`src/rtl/adc_rd_pkg.sv`:
```
package adc_rd_pkg;

  typedef enum logic [2:0] {
    S_IDLE, S_CONV, S_WFALL, S_WRISE, S_SETUP, S_READ, S_HOLD, S_GAP
  } seq_st_t;

  // nanoseconds to whole clock cycles, rounded up, at least one
  function automatic int unsigned ns_to_cyc(input int unsigned ns, input int unsigned clk_ps);
    int unsigned c;
    c = (ns * 1000 + clk_ps - 1) / clk_ps;
    return (c == 0) ? 1 : c;
  endfunction

  function automatic int unsigned umax(input int unsigned a, input int unsigned b);
    return (a > b) ? a : b;
  endfunction

endpackage

```
`src/rtl/adc_rd_pace.sv`:
```
module adc_rd_pace #(
  parameter int unsigned SAMPLE_CYC = 753
) (
  input  logic clk,
  input  logic rst_n,
  input  logic start_req,
  input  logic free_run,
  input  logic accept,
  output logic pending,
  output logic tick
);
  localparam int unsigned CW = $clog2(SAMPLE_CYC + 1);

  logic [CW-1:0] cnt;

  assign tick = free_run && (cnt == CW'(SAMPLE_CYC - 1));

  always_ff @(posedge clk) begin
    if (!rst_n) begin
      cnt     <= '0;
      pending <= 1'b0;
    end else begin
      if (!free_run || tick) cnt <= '0;
      else                   cnt <= cnt + 1'b1;
      // a request landing in the accept cycle survives
      pending <= (pending && !accept) || start_req || tick;
    end
  end
endmodule

```
`src/rtl/adc_rd_seq.sv`:
```
module adc_rd_seq
  import adc_rd_pkg::*;
#(
  parameter int unsigned CONV_CYC    = 7,
  parameter int unsigned TO_FALL_CYC = 25,
  parameter int unsigned TO_RISE_CYC = 750,
  parameter int unsigned SETUP_CYC   = 2,
  parameter int unsigned RD_CYC      = 8,
  parameter int unsigned HOLD_CYC    = 4,
  parameter int unsigned GAP_CYC     = 8
) (
  input  logic clk,
  input  logic rst_n,
  input  logic pending,
  input  logic byte_mode,
  input  logic busy,
  output logic accept,
  output logic conv_n,
  output logic cs_n,
  output logic rd_n,
  output logic hben,
  output logic cap_lo,
  output logic cap_hi,
  output logic cap_word,
  output logic ev_timeout
);
  localparam int unsigned TMAX = umax(umax(TO_RISE_CYC, TO_FALL_CYC),
                                      umax(umax(CONV_CYC, RD_CYC), umax(GAP_CYC, umax(SETUP_CYC, HOLD_CYC))));
  localparam int unsigned TW = $clog2(TMAX + 1);

  seq_st_t       st;
  logic [TW-1:0] tmr;
  logic          hi_ph, mode_q, bsy_m, bsy_s, tmr_end, rd_last;

  assign tmr_end    = (tmr == '0);
  assign accept     = (st == S_IDLE) && pending;
  assign rd_last    = (st == S_READ) && tmr_end;
  assign cap_word   = rd_last && !mode_q;
  assign cap_lo     = rd_last && mode_q && !hi_ph;
  assign cap_hi     = rd_last && mode_q && hi_ph;
  assign ev_timeout = tmr_end && (((st == S_WFALL) && bsy_s) || ((st == S_WRISE) && !bsy_s));
  assign conv_n     = (st != S_CONV);
  assign cs_n       = !((st == S_SETUP) || (st == S_READ) || (st == S_HOLD));
  assign rd_n       = (st != S_READ);
  assign hben       = hi_ph;

  always_ff @(posedge clk) begin
    if (!rst_n) begin
      st     <= S_IDLE;
      tmr    <= '0;
      hi_ph  <= 1'b0;
      mode_q <= 1'b0;
      bsy_m  <= 1'b1;
      bsy_s  <= 1'b1;
    end else begin
      bsy_m <= busy;
      bsy_s <= bsy_m;
      if (!tmr_end) tmr <= tmr - 1'b1;
      unique case (st)
        S_IDLE: if (pending) begin
          st     <= S_CONV;
          tmr    <= TW'(CONV_CYC - 1);
          mode_q <= byte_mode;
          hi_ph  <= 1'b0;
        end
        S_CONV: if (tmr_end) begin
          st  <= S_WFALL;
          tmr <= TW'(TO_FALL_CYC - 1);
        end
        S_WFALL: if (!bsy_s) begin
          st  <= S_WRISE;
          tmr <= TW'(TO_RISE_CYC - 1);
        end else if (tmr_end) st <= S_IDLE;
        S_WRISE: if (bsy_s) begin
          st  <= S_SETUP;
          tmr <= TW'(SETUP_CYC - 1);
        end else if (tmr_end) st <= S_IDLE;
        S_SETUP: if (tmr_end) begin
          st  <= S_READ;
          tmr <= TW'(RD_CYC - 1);
        end
        S_READ: if (tmr_end) begin
          st  <= S_HOLD;
          tmr <= TW'(HOLD_CYC - 1);
        end
        S_HOLD: if (tmr_end) begin
          st  <= S_GAP;
          tmr <= TW'(GAP_CYC - 1);
        end
        S_GAP: if (tmr_end) begin
          if (mode_q && !hi_ph) begin
            hi_ph <= 1'b1;
            st    <= S_SETUP;
            tmr   <= TW'(SETUP_CYC - 1);
          end else begin
            hi_ph <= 1'b0;
            st    <= S_IDLE;
          end
        end
        default: st <= S_IDLE;
      endcase
    end
  end
endmodule

```
`src/rtl/adc_rd_asm.sv`:
```
module adc_rd_asm #(
  parameter int unsigned OUT_W = 24
) (
  input  logic             clk,
  input  logic             rst_n,
  input  logic [15:0]      bus_d,
  input  logic             cap_lo,
  input  logic             cap_hi,
  input  logic             cap_word,
  output logic [OUT_W-1:0] res_data,
  output logic             res_valid
);
  logic [7:0] lo_q;

  function automatic logic [OUT_W-1:0] widen(input logic [15:0] code);
    return {{(OUT_W-16){code[15]}}, code};
  endfunction

  always_ff @(posedge clk) begin
    if (!rst_n) begin
      lo_q      <= '0;
      res_data  <= '0;
      res_valid <= 1'b0;
    end else begin
      res_valid <= cap_hi || cap_word;
      if (cap_lo)   lo_q     <= bus_d[7:0];
      if (cap_hi)   res_data <= widen({bus_d[7:0], lo_q});
      if (cap_word) res_data <= widen(bus_d);
    end
  end
endmodule

```
`src/rtl/adc_rd_ctrl.sv`:
```
module adc_rd_ctrl
  import adc_rd_pkg::*;
#(
  parameter int unsigned CLK_PS     = 8000,
  parameter int unsigned CONV_NS    = 50,
  parameter int unsigned RD_NS      = 60,
  parameter int unsigned ACC_NS     = 57,
  parameter int unsigned REL_NS     = 50,
  parameter int unsigned HB_SU_NS   = 10,
  parameter int unsigned HB_HD_NS   = 25,
  parameter int unsigned HB_LVL_NS  = 60,
  parameter int unsigned TO_FALL_NS = 200,
  parameter int unsigned TO_RISE_NS = 6000,
  parameter int unsigned SAMPLE_NS  = 6024,
  parameter int unsigned OUT_W      = 24
) (
  input  logic             clk,
  input  logic             rst_n,
  input  logic             start_req,
  input  logic             free_run,
  input  logic             byte_mode,
  input  logic             busy,
  input  logic [15:0]      bus_d,
  output logic             conv_n,
  output logic             cs_n,
  output logic             rd_n,
  output logic             hben,
  output logic [OUT_W-1:0] res_data,
  output logic             res_valid,
  output logic             err_timeout
);
  localparam int unsigned CONV_CYC    = ns_to_cyc(CONV_NS, CLK_PS);
  localparam int unsigned RD_CYC      = umax(ns_to_cyc(RD_NS, CLK_PS), ns_to_cyc(ACC_NS, CLK_PS));
  localparam int unsigned SETUP_CYC   = ns_to_cyc(HB_SU_NS, CLK_PS);
  localparam int unsigned HOLD_CYC    = ns_to_cyc(HB_HD_NS, CLK_PS);
  localparam int unsigned GAP_CYC     = umax(ns_to_cyc(REL_NS, CLK_PS), ns_to_cyc(HB_LVL_NS, CLK_PS));
  localparam int unsigned TO_FALL_CYC = ns_to_cyc(TO_FALL_NS, CLK_PS);
  localparam int unsigned TO_RISE_CYC = ns_to_cyc(TO_RISE_NS, CLK_PS);
  localparam int unsigned SAMPLE_CYC  = ns_to_cyc(SAMPLE_NS, CLK_PS);

  // named internal events
  logic pending, accept, tick, cap_lo, cap_hi, cap_word, ev_timeout;

  assign err_timeout = ev_timeout;

  adc_rd_pace #(.SAMPLE_CYC(SAMPLE_CYC)) u_pace (
    .clk(clk), .rst_n(rst_n), .start_req(start_req), .free_run(free_run),
    .accept(accept), .pending(pending), .tick(tick)
  );

  adc_rd_seq #(
    .CONV_CYC(CONV_CYC), .TO_FALL_CYC(TO_FALL_CYC), .TO_RISE_CYC(TO_RISE_CYC),
    .SETUP_CYC(SETUP_CYC), .RD_CYC(RD_CYC), .HOLD_CYC(HOLD_CYC), .GAP_CYC(GAP_CYC)
  ) u_seq (
    .clk(clk), .rst_n(rst_n), .pending(pending), .byte_mode(byte_mode), .busy(busy),
    .accept(accept), .conv_n(conv_n), .cs_n(cs_n), .rd_n(rd_n), .hben(hben),
    .cap_lo(cap_lo), .cap_hi(cap_hi), .cap_word(cap_word), .ev_timeout(ev_timeout)
  );

  adc_rd_asm #(.OUT_W(OUT_W)) u_asm (
    .clk(clk), .rst_n(rst_n), .bus_d(bus_d), .cap_lo(cap_lo), .cap_hi(cap_hi),
    .cap_word(cap_word), .res_data(res_data), .res_valid(res_valid)
  );
endmodule

```
`config.mk`:
```
export PLATFORM = sky130hd
export DESIGN_NAME = adc_rd_ctrl
export DESIGN_NICKNAME = d
export VERILOG_FILES = /design/src/rtl/adc_rd_pkg.sv /design/src/rtl/adc_rd_pace.sv /design/src/rtl/adc_rd_seq.sv /design/src/rtl/adc_rd_asm.sv /design/src/rtl/adc_rd_ctrl.sv
export SDC_FILE = /design/constraint.sdc
export NUM_CORES = 1
export LEC_CHECK = 0
export ABC_AREA = 1
export BUFFER_PORTS_ARGS = -buffer_cell sky130_fd_sc_hd__buf_2
export CAP_MARGIN = 0
export CORE_MARGIN = 1
export CORE_UTILIZATION = 45
export CTS_CLUSTER_SIZE = 25
export DETAILED_ROUTE_END_ITERATION = 12
export PLACE_DENSITY = 0.66
export SETUP_SLACK_MARGIN = 0.2
export SYNTH_ARGS = -nofsm -noshare
export SYNTH_HDL_FRONTEND = slang
export SYNTH_HIERARCHICAL = 1
export SYNTH_SLANG_ARGS = --single-unit
```
`constraint.sdc`:
```
create_clock -name clk -period 3.4 [get_ports clk]
set_input_delay 0.17 -clock clk [delete_from_list [all_inputs] [get_ports clk]]
set_output_delay 0.17 -clock clk [all_outputs]
set_load 0.005 [all_outputs]
```
==> flow_metrics.env, run 1 <==
export IMPL_clkSinkCount=53
export IMPL_diodes=0
export IMPL_first_pass_iters=4
export IMPL_synth_area_per_cell_um2=6.64
export IMPL_dieArea_mm2=0.00690
export IMPL_skew_ps=5.38
export IMPL_rsz0062_at_grt="no"
export IMPL_grt_pass1_vias=2538
export IMPL_postCtsSetupBuffers=0
export IMPL_worst_path_buf_inv=5
export IMPL_place_ws_ps=963
export IMPL_dp_cells=556
export IMPL_p_per_area_mw_per_mm2=635
export IMPL_finalHoldViolations=0
export IMPL_core_mm2=0.00635
export IMPL_synth_area_mm2=0.00296
export IMPL_die_width_um=83.1
export IMPL_fin_crit_ps=2450
export IMPL_met2_usage_pct=31.1
export IMPL_max_stage_delay_ps=330
export IMPL_path_max_fanout=24
export IMPL_vias=2758
export IMPL_routed_via_density=4.89
export IMPL_drive_gt1_share_pct=17.0
export IMPL_crit_family="simple AND/OR/NAND/NOR gates"
export IMPL_numCtsBuffers=5
export IMPL_nNetsFinal=513
export IMPL_use_met3_pct=3.48
export IMPL_cts_tree="done"
export IMPL_end_kind="register"
export IMPL_antenna_found_initial=0
export IMPL_vdd_drop_max_mv=0.496
export IMPL_critical_path_required_ps=3610
export IMPL_cts_repair_resized=0
export IMPL_clkSlewWorstSetupHoldPaths_ps=90
export IMPL_worstMarginPinSlew_ps=617
export IMPL_path_cells="inv_1 -> ha_1 -> nand2_2 -> nor2_4 -> nand3_4 -> clkinv_4 -> nand2_1 -> nor2_1 -> buf_4 -> inv_2 -> nand3_1 -> nand3_1 -> nand2_1 -> inv_1"
export IMPL_postSynthCellCount=445
export IMPL_grt_first_pass_wirelength_mm=10.9
export IMPL_stdcell_count=564
export IMPL_portBuffers=51
export IMPL_cts_buffer_depth=2
export IMPL_crit_path_start_kind="register"
export IMPL_start_util_pct=46.6
export IMPL_max_slew_margin_rel_pct=58.9
export IMPL_arrival_ps=2660
export IMPL_final_antenna_net_count=0
export IMPL_final_setup_tns_ps=0
export IMPL_synthToLayoutAreaGrowth_pct=11.2
export IMPL_slowest_stage="dfxtp_1"
export IMPL_setup_viol=0
export IMPL_gp_congestion=0.959
export IMPL_drc=0
export IMPL_criticalPathCategory="register to register"
export IMPL_slew_viol_final=0
export IMPL_pin_count=52
export IMPL_placed_area_mm2=0.00317
export IMPL_root_buffer="clkbuf_8"
export IMPL_finalPower_mw=2.09
export IMPL_use_met1_pct=24.9
export IMPL_hold_ws_ps=43.9
export IMPL_fmax_mhz=408
export IMPL_hpwl_mm=4.69
export IMPL_insertion_delay_ps=300
export IMPL_wl_per_cell_um=11.3
export IMPL_first_iter_violations=137
export IMPL_routed_wl_mm=6.37
export IMPL_timing_final_crit_share_pct=72.0
export IMPL_status="finished, final reports clean"
export IMPL_maxCapViolations=0
export IMPL_worst_slack_ps=951
export IMPL_h_tree_depth=2
export IMPL_hold_buffers=0
export IMPL_final_cell_area_mm2=0.00329
export IMPL_grt_start_max_net_pins=37
export IMPL_synth_fp_nets=472
export IMPL_fp_dieH_um=83.1
export IMPL_p_leak_nw=1.69
export IMPL_yosys_warnings=6
export IMPL_grt_busiest_layer="met2"
export IMPL_worstHoldPathType="primary input to register"
export IMPL_std_cell_rows=29
export IMPL_gr_total_overflow=0
export IMPL_postLayoutCoreUtil_pct=51.8
export IMPL_grt_usage_pct=18.9
==> area by class of cell <==
cell class | count | area [um2]
clock buffer | 7 | 86.3
clock inverter | 1 | 30.0
fill | 671 | 3060
inverter | 74 | 283
multi-input combinational | 299 | 1460
sequential | 53 | 1060
tap | 77 | 96.3
timing repair buffer | 53 | 270
==> cell usage in the layout, fill, tap and decap left out, types with 2 or more instances in the layout <==
cell type	count
nor2_1	51
a21oi_1	21
buf_2	51
nor2_4	4
o21ai_1	5
buf_4	2
nor2_2	3
dfxtp_1	53
nand3_1	57
nand4_1	4
xor2_1	3
inv_1	71
nand3_2	2
clkbuf_8	6
nand2_2	4
o21ai_0	17
inv_2	2
or2_2	3
nand2_1	105
nor3_1	6
ha_1	5
xnor2_1	3
==> power by group <==
part / internal (mW) / switching [mW] / total (mW)
Combinational: 0.316 / 0.596 / 0.912
Clock: 0.240 / 0.203 / 0.443
Sequential: 0.684 / 0.0497 / 0.734
Total: 1.24 / 0.849 / 2.09
==> worst register-to-register path, cell delays in order (launching register included) <==
cell and delay [ps]:
dfxtp_1 330, inv_1 120, ha_1 270, nand2_2 90
nor2_4 150, nand3_4 290, clkinv_4 150, nand2_1 100
nor2_1 110, buf_4 260, inv_2 190, nand3_1 120
nand3_1 80, nand2_1 60, inv_1 40
==> final timing paths <==
check                                        startpoint                              end  slack [ps]  cells past startpoint
worst min register to register   u_seq/bsy_m$_SDFF_PN1_           u_seq/bsy_s$_SDFF_PN1_         420                      1
worst max-delay path            u_seq/tmr[0]$_SDFF_PN0_  u_asm/res_data[12]$_SDFFE_PN0P_         950                     14
worst min-delay path                               busy           u_seq/bsy_m$_SDFF_PN1_          40                      2
worst max register to register  u_seq/tmr[0]$_SDFF_PN0_  u_asm/res_data[12]$_SDFFE_PN0P_         950                     14
==> flip-flops by register name, indices dropped and copies added, names as in the netlist <==
name	cells
u_seq/bsy_m	1
u_seq/bsy_s	1
u_asm/res_valid	1
u_pace/pending	1
u_asm/res_data	16
u_seq/st	3
u_pace/cnt	10
u_seq/hben	1
u_seq/mode_q	1
u_asm/lo_q	8
u_seq/tmr	10
==> metal layers <==
layer,up-vias,part of all wire (%)
met5,-,0
met1,1208,48
li1,1466,-
met2,73,46
met4,0,1.2
met3,11,5.3
Power figures use the tool's default switching activity.
==> inputs of run 2 (changes only) <==
Settings changed: PLACE_DENSITY 0.66 to 0.69.
Clock period 3.4 ns to 2.2 ns, I/O delays scaled along.
==> flow_metrics.env, run 2 (synthesized netlist as in run 1, its figures left out) <==
export IMPL_status="finished, final reports clean"
export IMPL_end_kind="register"
export IMPL_timing_final_crit_share_pct=85.3
export IMPL_path_max_fanout=20
export IMPL_synthToLayoutAreaGrowth_pct=16.7
export IMPL_p_per_area_mw_per_mm2=960
export IMPL_grt_start_max_net_pins=21
export IMPL_gr_total_overflow=0
export IMPL_routed_wl_mm=6.82
export IMPL_use_met1_pct=25.7
export IMPL_min_path_cells=3
export IMPL_r2r_end="u_seq/tmr[0]$_SDFF_PN0_"
export IMPL_diodes=0
export IMPL_hpwl_mm=4.91
export IMPL_r2r_cells=12
export IMPL_clkSinkCount=53
export IMPL_fmax_mhz=533
export IMPL_skew_ps=18.8
export IMPL_vdd_drop_max_mv=0.958
export IMPL_drive_gt1_share_pct=21.3
export IMPL_nNetsFinal=528
export IMPL_grt_busiest_layer="met2"
export IMPL_r2r_slack_ps=320
export IMPL_routed_via_density=4.95
export IMPL_worstMarginPinSlew_ps=337
export IMPL_clkSlewWorstSetupHoldPaths_ps=110
export IMPL_grt_pass1_vias=2496
export IMPL_wl_per_cell_um=11.8
export IMPL_worst_slack_ps=324
export IMPL_rsz0062_at_grt="no"
export IMPL_worstHoldPathType="primary input to register"
export IMPL_slew_viol_final=0
export IMPL_layout_commonest_cell="nand2_1"
export IMPL_antenna_found_initial=0
export IMPL_largestRegisters="u_asm/res_data: 16 flops, u_pace/cnt: 10 flops, u_seq/tmr: 10 flops"
export IMPL_cts_tree="done"
export IMPL_start_util_pct=46.6
export IMPL_finalHoldViolations=0
export IMPL_final_cell_mix="104 x nand2_1, 69 x inv_1, 57 x nand3_1"
export IMPL_drc=0
export IMPL_slowest_stage="dfxtp_2"
export IMPL_largest_register="u_asm/res_data"
export IMPL_root_buffer="clkbuf_8"
export IMPL_fin_crit_ps=1880
export IMPL_holdPathEnd="u_asm/lo_q[2]$_SDFFE_PN0P_"
export IMPL_path_cells="inv_4 -> ha_4 -> nand2_2 -> nor2_4 -> nand3_4 -> buf_4 -> ha_1 -> o21ai_0 -> nor3_1 -> nand3_1 -> nor2_1 -> nor2_1"
export IMPL_portBuffers=51
export IMPL_pin_count=52
export IMPL_gp_congestion=0.940
export IMPL_setup_viol=0
export IMPL_first_pass_iters=4
export IMPL_final_setup_tns_ps=0
export IMPL_max_stage_delay_ps=370
export IMPL_insertion_delay_ps=320
export IMPL_crit_path_start_kind="register"
export IMPL_max_slew_margin_rel_pct=77.4
export IMPL_place_ws_ps=149
export IMPL_criticalPathCategory="register to register"
export IMPL_met2_usage_pct=32.3
export IMPL_die_width_um=83.1
export IMPL_largest_register_ffs=16
export IMPL_grt_usage_pct=19.6
export IMPL_hold_ws_ps=55.9
export IMPL_first_iter_violations=216
export IMPL_maxCapViolations=0
export IMPL_h_tree_depth=2
export IMPL_arrival_ps=2080
export IMPL_r2r_start="u_seq/tmr[0]$_SDFF_PN0_"
export IMPL_critical_path_required_ps=2400
export IMPL_fp_dieH_um=83.1
export IMPL_p_leak_nw=1.77
export IMPL_cts_buffer_depth=2
export IMPL_core_mm2=0.00635
export IMPL_final_antenna_net_count=0
export IMPL_vias=2866
export IMPL_hp_start="bus_d[2]"
export IMPL_postLayoutCoreUtil_pct=54.3
export IMPL_worst_path_most_repeated_cell="nor2_1"
export IMPL_numCtsBuffers=5
export IMPL_grt_first_pass_wirelength_mm=11.2
export IMPL_use_met3_pct=3.88
export IMPL_std_cell_rows=29
export IMPL_dieArea_mm2=0.00690
-- run 2: cell types whose count changed in the layout (fill, tap and decap cells not counted), sizes merged --
cell,change
inv,+1
bufinv,-1
clkbuf,-1
buf,+13
dlygate4sd3,+1
clkinv,+2
-- run 2: worst max-delay path by stage --
stage / from / end / slack, ps
2_1_floorplan: u_seq/tmr[0]$_SDFF_PN0_ / u_asm/res_data[10]$_SDFFE_PN0P_ / 210
3_3_place_gp: u_seq/tmr[0]$_SDFF_PN0_ / u_asm/res_data[14]$_SDFFE_PN0P_ / 250
3_5_place_dp: u_seq/tmr[0]$_SDFF_PN0_ / u_asm/res_data[14]$_SDFFE_PN0P_ / 150
4_1_cts: u_seq/tmr[0]$_SDFF_PN0_ / u_seq/tmr[7]$_SDFF_PN0_ / 210
5_1_grt: u_seq/tmr[0]$_SDFF_PN0_ / u_asm/res_data[8]$_SDFFE_PN0P_ / 220
6_report: u_seq/tmr[0]$_SDFF_PN0_ / u_seq/tmr[0]$_SDFF_PN0_ / 320
-- run 2: layout make-up --
class	instances	area, um2
clock buffers	5	68.8
clock inverters	3	26.3
fillers	626	2900
inverters	74	288
multi-input cells	299	1490
flip-flops and latches	53	1060
well taps	77	96.3
repair buffers	68	417
-- run 2: worst max-delay path, delay by kind of cell, from the launching register on --
family          cells  cell delay (ps)
simple gates        7              620
flops               1              370
fa+ha+maj           2              360
buf+inv             2              330
compound gates      1               90
-- run 2: where the power goes --
| part | switching (mW) | internal, mW | total, mW | leakage [nW] |
|---|---|---|---|---|
| sequential | 0.0852 | 1.06 | 1.14 | 0.430 |
| clock | 0.352 | 0.233 | 0.585 | 0.0487 |
| combinational | 0.985 | 0.598 | 1.58 | 1.29 |
-- run 2: metrics by stage --
step / cell area (um2) / cells / power [mW]
final: 3450 / 579 / 3.31
after global routing: 3450 / 579 / 3.60
after CTS: 3330 / 570 / 3.20
after detailed placement: 3220 / 561 / 2.61
after global placement: 3220 / 561 / 2.59
after floorplan: 2960 / 445 / 2.32
-- run 2: per-layer routing --
metal	vias to the layer above	wire, um
li1	1491	-
met1	1284	3230
met2	83	3200
met3	8	303
met4	0	89
met5	-	0
-- run 2: what timing repair did --
action,4_1_cts,5_1_grt
pin swaps,0,2
endpoints found under the setup margin,16,24
hold endpoints to repair,1,0
buffers inserted,0,7
gates resized for setup,2,12
hold buffers,1,0
cloned,0,2
==> inputs of run 3 (changes only) <==
Settings changed: GPL_TIMING_DRIVEN set to 0, PLACE_DENSITY 0.69 to 0.79.
==> flow_metrics.env, run 3 (synthesized netlist as in run 1, its figures left out) <==
export IMPL_power_switching_mw=1.48
export IMPL_routed_wl_mm=6.94
export IMPL_setup_viol=0
export IMPL_slew_viol_final=0
export IMPL_swShare_pct=41.9
export IMPL_worstHoldPathType="primary input to register"
export IMPL_fmax_mhz=520
export IMPL_timing_final_crit_share_pct=87.3
export IMPL_first_pass_iters=5
export IMPL_std_cell_rows=29
export IMPL_pwr_share_clk_pct=15.9
export IMPL_skew_ps=11.9
export IMPL_gr_total_overflow=0
export IMPL_vdd_drop_max_mv=0.466
export IMPL_finalHoldViolations=0
export IMPL_r2r_start="u_seq/tmr[0]$_SDFF_PN0_"
export IMPL_arrival_ps=2140
export IMPL_hpwl_mm=5.05
export IMPL_die_width_um=83.1
export IMPL_grt_usage_pct=20.2
export IMPL_largest_register="u_asm/res_data"
export IMPL_clkSinkCount=53
export IMPL_p_comb_share_pct=51.7
export IMPL_finalPower_mw=3.53
export IMPL_dieArea_mm2=0.00690
export IMPL_insertion_delay_ps=320
export IMPL_grt_pass1_vias=2630
export IMPL_slowest_stage="dfxtp_2"
export IMPL_stdcell_count=596
export IMPL_r2r_slack_ps=280
export IMPL_p_per_area_mw_per_mm2=980
export IMPL_antenna_found_initial=0
export IMPL_crit_start="u_seq/tmr[0]$_SDFF_PN0_"
export IMPL_root_buffer="clkbuf_8"
export IMPL_grt_first_pass_wirelength_mm=11.6
export IMPL_numCtsBuffers=5
export IMPL_h_tree_depth=2
export IMPL_clkSlewWorstSetupHoldPaths_ps=110
export IMPL_routed_via_density=5.03
export IMPL_r2r_cells=16
export IMPL_pin_count=52
export IMPL_wl_per_cell_um=11.6
export IMPL_portBuffers=51
export IMPL_path_cells="inv_2 -> ha_4 -> nand2_2 -> nor2_4 -> nand3_4 -> buf_8 -> clkinv_4 -> nand2_4 -> nor2_4 -> buf_6 -> inv_6 -> buf_8 -> nand3_1 -> nand3_1 -> nand2_1 -> inv_1"
export IMPL_drc=0
export IMPL_vias=2998
export IMPL_start_util_pct=46.6
export IMPL_final_antenna_net_count=0
export IMPL_criticalPathCategory="register to register"
export IMPL_max_slew_margin_rel_pct=71.2
export IMPL_intPower_mw=2.05
export IMPL_nNetsFinal=545
export IMPL_seq_power_share_pct=32.4
export IMPL_p_leak_nw=1.88
export IMPL_cts_tree="done"
export IMPL_r2r_end="u_asm/res_data[7]$_SDFFE_PN0P_"
export IMPL_maxCapViolations=0
export IMPL_worstSetupEndpoint="u_asm/res_data[7]$_SDFFE_PN0P_"
export IMPL_layout_commonest_cell="nand2_1"
export IMPL_first_iter_violations=182
export IMPL_max_stage_delay_ps=340
export IMPL_drive_gt1_share_pct=24.7
export IMPL_end_kind="register"
export IMPL_synthToLayoutAreaGrowth_pct=21.9
export IMPL_diodes=0
export IMPL_status="finished, final reports clean"
export IMPL_final_cell_mix="103 x nand2_1, 69 x inv_1, 55 x nand3_1"
export IMPL_critical_path_required_ps=2410
export IMPL_fillCellCount=602
export IMPL_crit_path_start_kind="register"
export IMPL_largest_register_ffs=16
export IMPL_dp_cells=573
export IMPL_gp_congestion=0.891
export IMPL_core_mm2=0.00635
export IMPL_worstMarginPinSlew_ps=431
export IMPL_rsz0062_at_grt="yes"
export IMPL_fp_dieH_um=83.1
export IMPL_fin_crit_ps=1920
export IMPL_grt_start_max_net_pins=18
export IMPL_largestRegisters="u_asm/res_data: 16 flops, u_pace/cnt: 10 flops, u_seq/tmr: 10 flops"
export IMPL_cts_buffer_depth=2
export IMPL_path_max_fanout=10
run 3: through the flow:
step                      hold slack [ps]  setup TNS [ps]  instance area (um2)  util (%)  setup slack (ps)
after floorplan                       217               0                 2960         -               207
after global placement                297           -1820                 3310      52.1              -181
after detailed placement              303           -3130                 3310      52.1              -222
after CTS                            44.8               0                 3480      54.8               199
after global routing                 58.6               0                 3600      56.8               153
final                                47.8               0                 3600      56.8               278
run 3: routing by layer:
metal | vias to the layer above | track usage (%) | wire (um)
li1 | 1526 | - | -
met1 | 1359 | 25.4 | 3020
met2 | 102 | 34.7 | 3410
met3 | 11 | 3.08 | 395
met4 | 0 | 7.37 | 112
met5 | - | 0 | 0
run 3: cell type report:
class / instances / area [um2] / share of cell area (%)
multi-input cells: 299 / 1520 / 42.1
flip-flops and latches: 53 / 1060 / 29.5
repair buffers: 66 / 370 / 10.3
inverters: 74 / 288 / 7.98
plain buffers: 19 / 176 / 4.89
well taps: 77 / 96.3 / 2.67
clock buffers: 5 / 68.8 / 1.91
clock inverters: 3 / 22.5 / 0.625
run 3: repair_timing:
action / in CTS / in global routing
hold buffers: 1 / 0
cloned: 0 / 0
endpoints found under the hold margin: 1 / 0
pin swaps: 3 / 4
setup buffers: 6 / 8
gates resized for setup: 9 / 18
endpoints found under the setup margin: 27 / 23
run 3: worst min path at each step:
| stage | endpoint | cells after the start | slack (ps) | startpoint |
|---|---|---|---|---|
| after floorplan | u_seq/bsy_m$_SDFF_PN1_ | 1 | 220 | busy |
| after global placement | u_seq/bsy_m$_SDFF_PN1_ | 2 | 300 | busy |
| after detailed placement | u_seq/bsy_m$_SDFF_PN1_ | 2 | 300 | busy |
| after CTS | u_asm/lo_q[5]$_SDFFE_PN0P_ | 3 | 40 | bus_d[5] |
| after global routing | u_asm/lo_q[4]$_SDFFE_PN0P_ | 3 | 60 | bus_d[4] |
| final | u_asm/lo_q[5]$_SDFFE_PN0P_ | 3 | 50 | bus_d[5] |
run 3: power groups by stage:
stage,clock network (mW),logic (mW),registers [mW]
after floorplan,0,1.18,1.14
after global placement,0,1.42,1.15
after detailed placement,0,1.48,1.16
after CTS,0.579,1.61,1.14
after global routing,0.611,2.02,1.16
final,0.562,1.82,1.15
run 3: worst max-delay path, delay by kind of cell, from the launching register on:
kind	cells	cell delay, ps
DFF	1	340
adders and majority gates	1	140
buffers and inverters	7	670
and+or+nand+nor	8	670
